===== src/rtl/mm_pkg.sv =====
package mm_pkg;
   typedef enum logic [2:0] {
      ST_FETCH = 3'd0,
      ST_RD1   = 3'd1,
      ST_RD2   = 3'd2,
      ST_WR    = 3'd3,
      ST_HALT  = 3'd4
   } mm_state_e;

   localparam logic [1:0] OP_ALU  = 2'b00;
   localparam logic [1:0] OP_IMM  = 2'b01;
   localparam logic [1:0] OP_NOP  = 2'b10;
   localparam logic [1:0] OP_HALT = 2'b11;

   localparam logic [1:0] FN_ADD = 2'b00;
   localparam logic [1:0] FN_SUB = 2'b01;
   localparam logic [1:0] FN_AND = 2'b10;
   localparam logic [1:0] FN_OR  = 2'b11;
endpackage


===== src/rtl/mm_alu.sv =====
module mm_alu #(
   parameter int DW        = 8,
   parameter bit SUB_BY_ADD = 1'b0
) (
   input  logic [DW-1:0] a,
   input  logic [DW-1:0] b,
   input  logic [1:0]    fn,
   output logic [DW-1:0] y
);
   import mm_pkg::*;

   logic [DW-1:0] diff;

   generate
      if (SUB_BY_ADD) begin : g_sub_add
         assign diff = a + (~b) + {{(DW-1){1'b0}}, 1'b1};
      end else begin : g_sub_direct
         assign diff = a - b;
      end
   endgenerate

   always_comb begin
      case (fn)
         FN_ADD:  y = a + b;
         FN_SUB:  y = diff;
         FN_AND:  y = a & b;
         default: y = a | b;
      endcase
   end
endmodule


===== src/rtl/mm_dmem.sv =====
module mm_dmem #(
   parameter int DW = 8,
   parameter int AW = 4
) (
   input  logic          clk,
   input  logic          rst_n,
   input  logic [AW-1:0] addr,
   input  logic          we,
   input  logic [DW-1:0] wdata,
   output logic [DW-1:0] rdata,
   input  logic [AW-1:0] dbg_addr,
   output logic [DW-1:0] dbg_data
);
   localparam int DEPTH = 1 << AW;

   logic [DW-1:0] words [DEPTH];

   generate
      for (genvar i = 0; i < DEPTH; i++) begin : g_word
         always_ff @(posedge clk) begin
            if (!rst_n)
               words[i] <= '0;
            else if (we && addr == AW'(i))
               words[i] <= wdata;
         end
      end
   endgenerate

   assign rdata    = words[addr];
   assign dbg_data = words[dbg_addr];
endmodule


===== src/rtl/mm_ctrl.sv =====
module mm_ctrl #(
   parameter int DW      = 8,
   parameter int AW      = 4,
   parameter int PC_W    = 8,
   parameter int INSTR_W = 16
) (
   input  logic               clk,
   input  logic               rst_n,
   input  logic [INSTR_W-1:0] imem_data,
   output logic [PC_W-1:0]    pc,
   output mm_pkg::mm_state_e  st,
   output logic [AW-1:0]      dm_addr,
   output logic               dm_we,
   output logic [DW-1:0]      dm_wdata,
   input  logic [DW-1:0]      dm_rdata,
   output logic [DW-1:0]      hold,
   output logic [DW-1:0]      op2,
   output logic [1:0]         fn,
   input  logic [DW-1:0]      alu_y
);
   import mm_pkg::*;

   localparam int OP_LSB  = INSTR_W - 2;
   localparam int DST_LSB = OP_LSB - AW;
   localparam int S1_LSB  = DST_LSB - AW;
   localparam int S2_LSB  = S1_LSB - AW;
   localparam int IMM_LSB = 2;

   logic [INSTR_W-1:0] ir;
   logic [1:0]         op;
   logic [AW-1:0]      dst, src1, src2;
   logic [DW-1:0]      imm;

   assign op   = ir[INSTR_W-1:OP_LSB];
   assign dst  = ir[DST_LSB +: AW];
   assign src1 = ir[S1_LSB +: AW];
   assign src2 = ir[S2_LSB +: AW];
   assign imm  = ir[IMM_LSB +: DW];
   assign fn   = ir[1:0];

   always_ff @(posedge clk) begin
      if (!rst_n) begin
         st   <= ST_FETCH;
         pc   <= '0;
         ir   <= '0;
         hold <= '0;
         op2  <= '0;
      end else begin
         case (st)
            ST_FETCH: begin
               ir <= imem_data;
               case (imem_data[INSTR_W-1:OP_LSB])
                  OP_ALU:  st <= ST_RD1;
                  OP_HALT: st <= ST_HALT;
                  default: st <= ST_WR;
               endcase
            end
            ST_RD1: begin
               hold <= dm_rdata;
               st   <= ST_RD2;
            end
            ST_RD2: begin
               op2 <= dm_rdata;
               st  <= ST_WR;
            end
            ST_WR: begin
               pc <= pc + 1'b1;
               st <= ST_FETCH;
            end
            default: st <= ST_HALT;
         endcase
      end
   end

   always_comb begin
      case (st)
         ST_RD1:  dm_addr = src1;
         ST_RD2:  dm_addr = src2;
         default: dm_addr = dst;
      endcase
   end

   assign dm_we    = (st == ST_WR) && (op == OP_ALU || op == OP_IMM);
   assign dm_wdata = (op == OP_IMM) ? imm : alu_y;
endmodule


===== src/rtl/mm_cpu.sv =====
module mm_cpu #(
   parameter int DW         = 8,
   parameter int AW         = 4,
   parameter int PC_W       = 8,
   parameter int INSTR_W    = 16,
   parameter bit SUB_BY_ADD = 1'b0
) (
   input  logic               clk,
   input  logic               rst_n,
   output logic [PC_W-1:0]    imem_addr,
   input  logic [INSTR_W-1:0] imem_data,
   output logic               halted,
   input  logic [AW-1:0]      dbg_addr,
   output logic [DW-1:0]      dbg_data
);
   import mm_pkg::*;

   localparam int FIELD_BITS = 2 + 3 * AW + 2;
   localparam int IMM_BITS   = INSTR_W - 4 - AW;

   generate
      if (FIELD_BITS != INSTR_W) begin : g_bad_fields
         $fatal(1, "instruction width must hold opcode, three addresses and function");
      end
      if (IMM_BITS != DW) begin : g_bad_imm
         $fatal(1, "immediate field width must equal data width");
      end
   endgenerate

   mm_state_e     st;
   logic [AW-1:0] dm_addr;
   logic          dm_we;
   logic [DW-1:0] dm_wdata, dm_rdata, hold, op2, alu_y;
   logic [1:0]    fn;

   mm_ctrl #(.DW(DW), .AW(AW), .PC_W(PC_W), .INSTR_W(INSTR_W)) u_ctrl (
      .clk(clk), .rst_n(rst_n), .imem_data(imem_data), .pc(imem_addr),
      .st(st), .dm_addr(dm_addr), .dm_we(dm_we), .dm_wdata(dm_wdata),
      .dm_rdata(dm_rdata), .hold(hold), .op2(op2), .fn(fn), .alu_y(alu_y)
   );

   mm_alu #(.DW(DW), .SUB_BY_ADD(SUB_BY_ADD)) u_alu (
      .a(hold), .b(op2), .fn(fn), .y(alu_y)
   );

   mm_dmem #(.DW(DW), .AW(AW)) u_dmem (
      .clk(clk), .rst_n(rst_n), .addr(dm_addr), .we(dm_we),
      .wdata(dm_wdata), .rdata(dm_rdata), .dbg_addr(dbg_addr),
      .dbg_data(dbg_data)
   );

   assign halted = (st == ST_HALT);
endmodule


===== config.mk =====
export PLATFORM = sky130hd
export DESIGN_NAME = mm_cpu
export DESIGN_NICKNAME = d
export VERILOG_FILES = /design/src/rtl/mm_pkg.sv /design/src/rtl/mm_alu.sv /design/src/rtl/mm_dmem.sv /design/src/rtl/mm_ctrl.sv /design/src/rtl/mm_cpu.sv
export SDC_FILE = /design/constraint.sdc
export NUM_CORES = 1
export LEC_CHECK = 0
export BUFFER_PORTS_ARGS = -buffer_cell sky130_fd_sc_hd__buf_2
export CELL_PAD_IN_SITES_DETAIL_PLACEMENT = 1
export CELL_PAD_IN_SITES_GLOBAL_PLACEMENT = 1
export CORE_MARGIN = 1.5
export CORE_UTILIZATION = 38
export DETAILED_ROUTE_END_ITERATION = 12
export PLACE_DENSITY_LB_ADDON = 0.1
export SLEW_MARGIN = 30
export SYNTH_ARGS = -nofsm -noshare
export SYNTH_HDL_FRONTEND = slang
export SYNTH_SLANG_ARGS = --single-unit

===== constraint.sdc =====
create_clock -name clk -period 4 [get_ports clk]
set_input_delay 0.6 -clock clk [delete_from_list [all_inputs] [get_ports clk]]
set_output_delay 0.6 -clock clk [all_outputs]
set_load 0.02 [all_outputs]

-- Word-level counts from Yosys, hierarchy flattened
Memory sizes are Yosys's and may differ from the RTL's.
Cells that the tools add are included.
- flip-flop bits (word level): 43
- logic and storage cells: 143
- memories: 1
- input bits: 22
- RAM bits: 128
- output and inout port bits: 17
- memories (name ; words ; bits a word ; rd ports ; clocked after Yosys merged registers in ; write ports ; line ; RTL):
    u_dmem.words ; 16 ; 8 ; 2 ; 0 ; 16 ; mm_dmem.sv:16 ; logic [DW-1:0] words [DEPTH];
- equality and inequality tests: 23
- bitwise gates (word level): 18
- multiplexer cells: 70
- add/subtract/negate cells: 3
- reduce and logical (&&, ||, !) cells: 23
- operators by type and width (kind ; count):
    $mux W8 ; 17
    $mux W1 ; 49
    $eq A4 B4 Y1 const B ; 8
    $pmux W8 S3 ; 1
    $logic_and A1 B1 Y1 ; 17
    $eq A4 B3 Y1 const B ; 4
    $or A1 B1 Y1 ; 16
    $pmux W3 S4 ; 1
    $add A8 B1 Y8 const B ; 1
    $add A8 B8 Y8 ; 1
    $and A8 B8 Y8 ; 1
    $eq A4 B2 Y1 const B ; 2
    $or A8 B8 Y8 ; 1
    $pmux W4 S2 ; 1
    $sub A8 B8 Y8 ; 1
    $eq A3 B2 Y1 const B ; 2
    $logic_not A2 Y1 ; 3
    $pmux W3 S2 ; 1
    $eq A2 B1 Y1 const B ; 2
    $eq A2 B2 Y1 const B ; 2
    $eq A4 B1 Y1 const B ; 1
    $logic_not A4 Y1 ; 1
    $eq A3 B1 Y1 const B ; 1
    $eq A3 B3 Y1 const B ; 1
    other kinds (2) ; 2

-- Depth between registers and ports, before layout
- depth after elaboration: 8
- gate-level depth with buffers: 13
- mapped depth without buffers: 12

-- Hierarchy
From an unflattened synthesis, not the netlist that was laid out.
- cell total of the unflattened synthesis: 781
- area, all modules: 9594.2 µm²
- modules (own cells, without submodules) (module ; times used ; seq. area each (µm²) ; area each (µm²) ; cells each):
    mm_dmem ; 1 ; 3843.7 ; 6974.2 ; 455
    mm_ctrl ; 1 ; 860.8 ; 1844.3 ; 222
    mm_alu ; 1 ; 0.0 ; 763.2 ; 103
    mm_cpu ; 1 ; 0.0 ; 12.5 ; 1

-- Least setup slack after synthesis
No wires, ideal clock.
- path kind: register -> register
- from: register u_ctrl.ir[0]
- to: memory u_dmem.words[1][5] (data pin)
- data arrival time: 2.857 ns
- data required time: 3.839 ns
- stages on the path, launching flop included: 14
- path slack: 0.983 ns
- setup time: 0.161 ns
- period minus slack after synthesis: 3.017 ns
- cell sequence: dfxtp_1 -> nor2b_1 -> clkbuf_1 -> mux2_2 -> inv_1 -> ha_1 -> nor2b_1 -> o21ai_0 -> a21boi_0 -> o21a_1 -> o21a_1 -> o311a_1 -> clkbuf_1 -> nor3_1
- RTL lines (item ; line ; RTL):
    from (decl) ; mm_ctrl.sv:29 ; logic [INSTR_W-1:0] ir;
    from (signal assigned) ; mm_ctrl.sv:51 ; ir <= imem_data;
    to (decl) ; mm_dmem.sv:16 ;

==> impl_metrics.tcl <==
set metrics [dict create \
    vias 7402 \
    stdcell_count 1239 \
    yosysMostFrequentCell "nand2_1" \
    cts.path.max_buffers 2 \
    pin_count 39 \
    initial_core_util 0.389 \
    routed_wl_mm 31.4 \
    ys_top_cells_by_area "edfxtp_1, mux4_2, dfxtp_1" \
    ctsResizeCount 0 \
    worst_pin_slew_ns 0.915 \
    row_count 56 \
    globalplace.congestion 0.868 \
    p_switching_w 0.00215 \
    synth.distinct_cells 48 \
    max_freq_mhz 284 \
    synth_top_area_frac 0.419 \
    cts_tree "done" \
    worstHoldPathCells 3 \
    fin_ws_ns 0.480 \
    async_flop_share 0 \
    dr.first_iter.drc_count 511 \
    path_class "reg -> reg" \
    die_height_um 158 \
    globalRouteTotalUtil 0.264 \
    critPathCaptureType "register" \
    setup_viol 0 \
    rsz0062_at_grt "no" \
    antenna_cells 0 \
    ys_ff_latch 171 \
    switching_share 0.372 \
    tns_ns 0 \
    clock_skew_ns 0.0113 \
    cp.required_ns 4.15 \
    final-seq-area_um2 4700 \
    grt_max_degree 45 \
    pwr-share-seq 0.363 \
    dieArea_um2 25100 \
    hold_path_class "in -> reg" \
    die_x_um 158 \
    clkTransAtPathRegs_ns 0.07 \
    core_area_um2 23600 \
    port-buffer-count 38 \
    final_nets 943 \
    area_growth_pct 14.3 \
    fillers 2649 \
    crit_path_start_kind "register" \
    via_per_inst 5.97 \
    ant_nets 0 \
    synthesis.area_um2 9180 \
    combPwrFrac 0.326 \
    syn_avg_cell_area_um2 10.5 \
    post-place-ws_ns 0.496 \
    power.internal_w 0.00362 \
    numCtsBuffers 17 \
    first_pass_iters 5 \
    dp.final_hpwl_mm 21.3 \
    synth.cells.most_frequent "nand2_1, edfxtp_1, nor2_1" \
    drv_cap 0 \
    post_cts_buffers 0 \
    clk_latency_ns 0.45 \
    antenna_found_initial 1 \
    irDropWorstVdd_mv 0.276 \
    grt_pass1_vias 7762 \
    drc_errors 0 \
    final-hold-violation-count 0 \
    leakage_nw 3.72 \
    power_density_nw_per_um2 550 \
    r2r_cells 11 \
    drive_above_1_share 0.189 \
    syn_nets 908 \
    yosysWarnings 0 \
    status "complete, no violations" \
    dp_cells 1207 \
    synth.yosys.seq_area_share 0.513 \
    crit_path_max_fanout 16 \
    synthCells 872 \
    overflow 0 \
    grt_first_pass_wirelength_mm 47.8 \
    wl_per_cell_um 25.4 \
    slew_violations 0 \
    whs_ns 0.407 \
    layout_min_cycle_time_ns 3.52 \
    synth_top_area_cell "edfxtp_1" \
    clock_power_share 0.311 \
    synth_edf_count 128 \
    cts_root_buf "clkbuf_16" \
    max_slew_margin 0.390 \
    htree_levels 4 \
    ys.flop_type "edfxtp_1" \
    cts_sinks 171 \
    hold_buffers 0 \
    critPathArrivalTime_ns 3.67 \
    multi_input_area_um2 4180 \
    timing.final.crit_share 0.880 \
]
## critical path, cell delays in order (launching register included)
cell and delay [ns]:
dfxtp_1 0.61, nor2b_1 0.19, buf_4 0.15, mux2_2 0.36, fa_1 0.41, nor2b_1 0.15, o21ai_0 0.12, a21oi_1 0.22
o21a_1 0.15, o21a_1 0.11, o311a_1 0.60, nor3_1 0.16
## flip-flops by register name, summed over array words and instances, names as in the netlist
name and count:
u_dmem.words 128, u_ctrl.ir 16, u_ctrl.hold 8, u_ctrl.op2 8
u_ctrl.pc 8, u_ctrl.st 3
## power groups by stage
| stage | registers (W) | clock network (W) | logic (W) |
|---|---|---|---|
| global placement | 0.00212 | 0 | 0.00182 |
| finish | 0.00210 | 0.00179 | 0.00188 |
| CTS | 0.00209 | 0.00182 | 0.00187 |
| detailed placement | 0.00213 | 0 | 0.00186 |
| floorplan | 0.00209 | 0 | 0.00121 |
| global route | 0.00211 | 0.00188 | 0.00203 |
## cell usage in the layout, fill, tap and decap left out, drive strengths merged, types with 11 or more instances in the layout
cell / n
a21boi: 18
a21oi: 39
a22oi: 16
a31oi: 17
a32oi: 32
buf: 83
clkbuf: 19
dfxtp: 43
edfxtp: 128
ha: 13
inv: 12
mux4: 40
nand2: 151
nand3: 21
nor2: 98
nor3: 57
o21ai: 42
xnor2: 11
## worst paths after layout
check	slack, ns	to	startpoint
min reg2reg	0.48	u_ctrl.ir[14]	u_ctrl.ir[14]
max reg2reg	0.48	u_dmem.words[5][6]	u_ctrl.ir[0]
max	0.48	u_dmem.words[5][6]	u_ctrl.ir[0]
min	0.41	u_ctrl.ir[2]	imem_data[2]
## stage by stage
step	cell area (um^2)	total power, W	util
CTS	10500	0.00578	0.444
detailed placement	9870	0.00399	0.418
global route	10500	0.00602	0.444
finish	10500	0.00577	0.444
floorplan	9180	0.00330	-
global placement	9860	0.00394	0.418
## kinds of logic after synthesis
family,share of synthesized area
multiplexers,0.102
flip-flops,0.513
adder cells (fa/ha/maj),0.0254
AND/OR/NAND/NOR,0.177
XOR/XNOR,0.0134
buffers and inverters,0.0349
AO/OA/AOI/OAI,0.135
## final cells by class
| type | instances | share of cell area |
|---|---|---|
| repair buffers | 83 | 0.0527 |
| well taps | 319 | 0.0380 |
| clock buffers | 19 | 0.0413 |
| flip-flops and latches | 171 | 0.448 |
| inverters | 9 | 0.00322 |
| multi-input cells | 625 | 0.398 |
| clock inverters | 13 | 0.0182 |
## metal layers
metal | global-route usage | vias up | wire length, um
met1 | 0.342 | 3834 | 13600
li1 | - | 3312 | -
met4 | 0.0997 | 0 | 890
met2 | 0.446 | 203 | 15400
met3 | 0.0414 | 53 | 1540
met5 | 0 | - | 0
(Power assumes the default switching activity.)
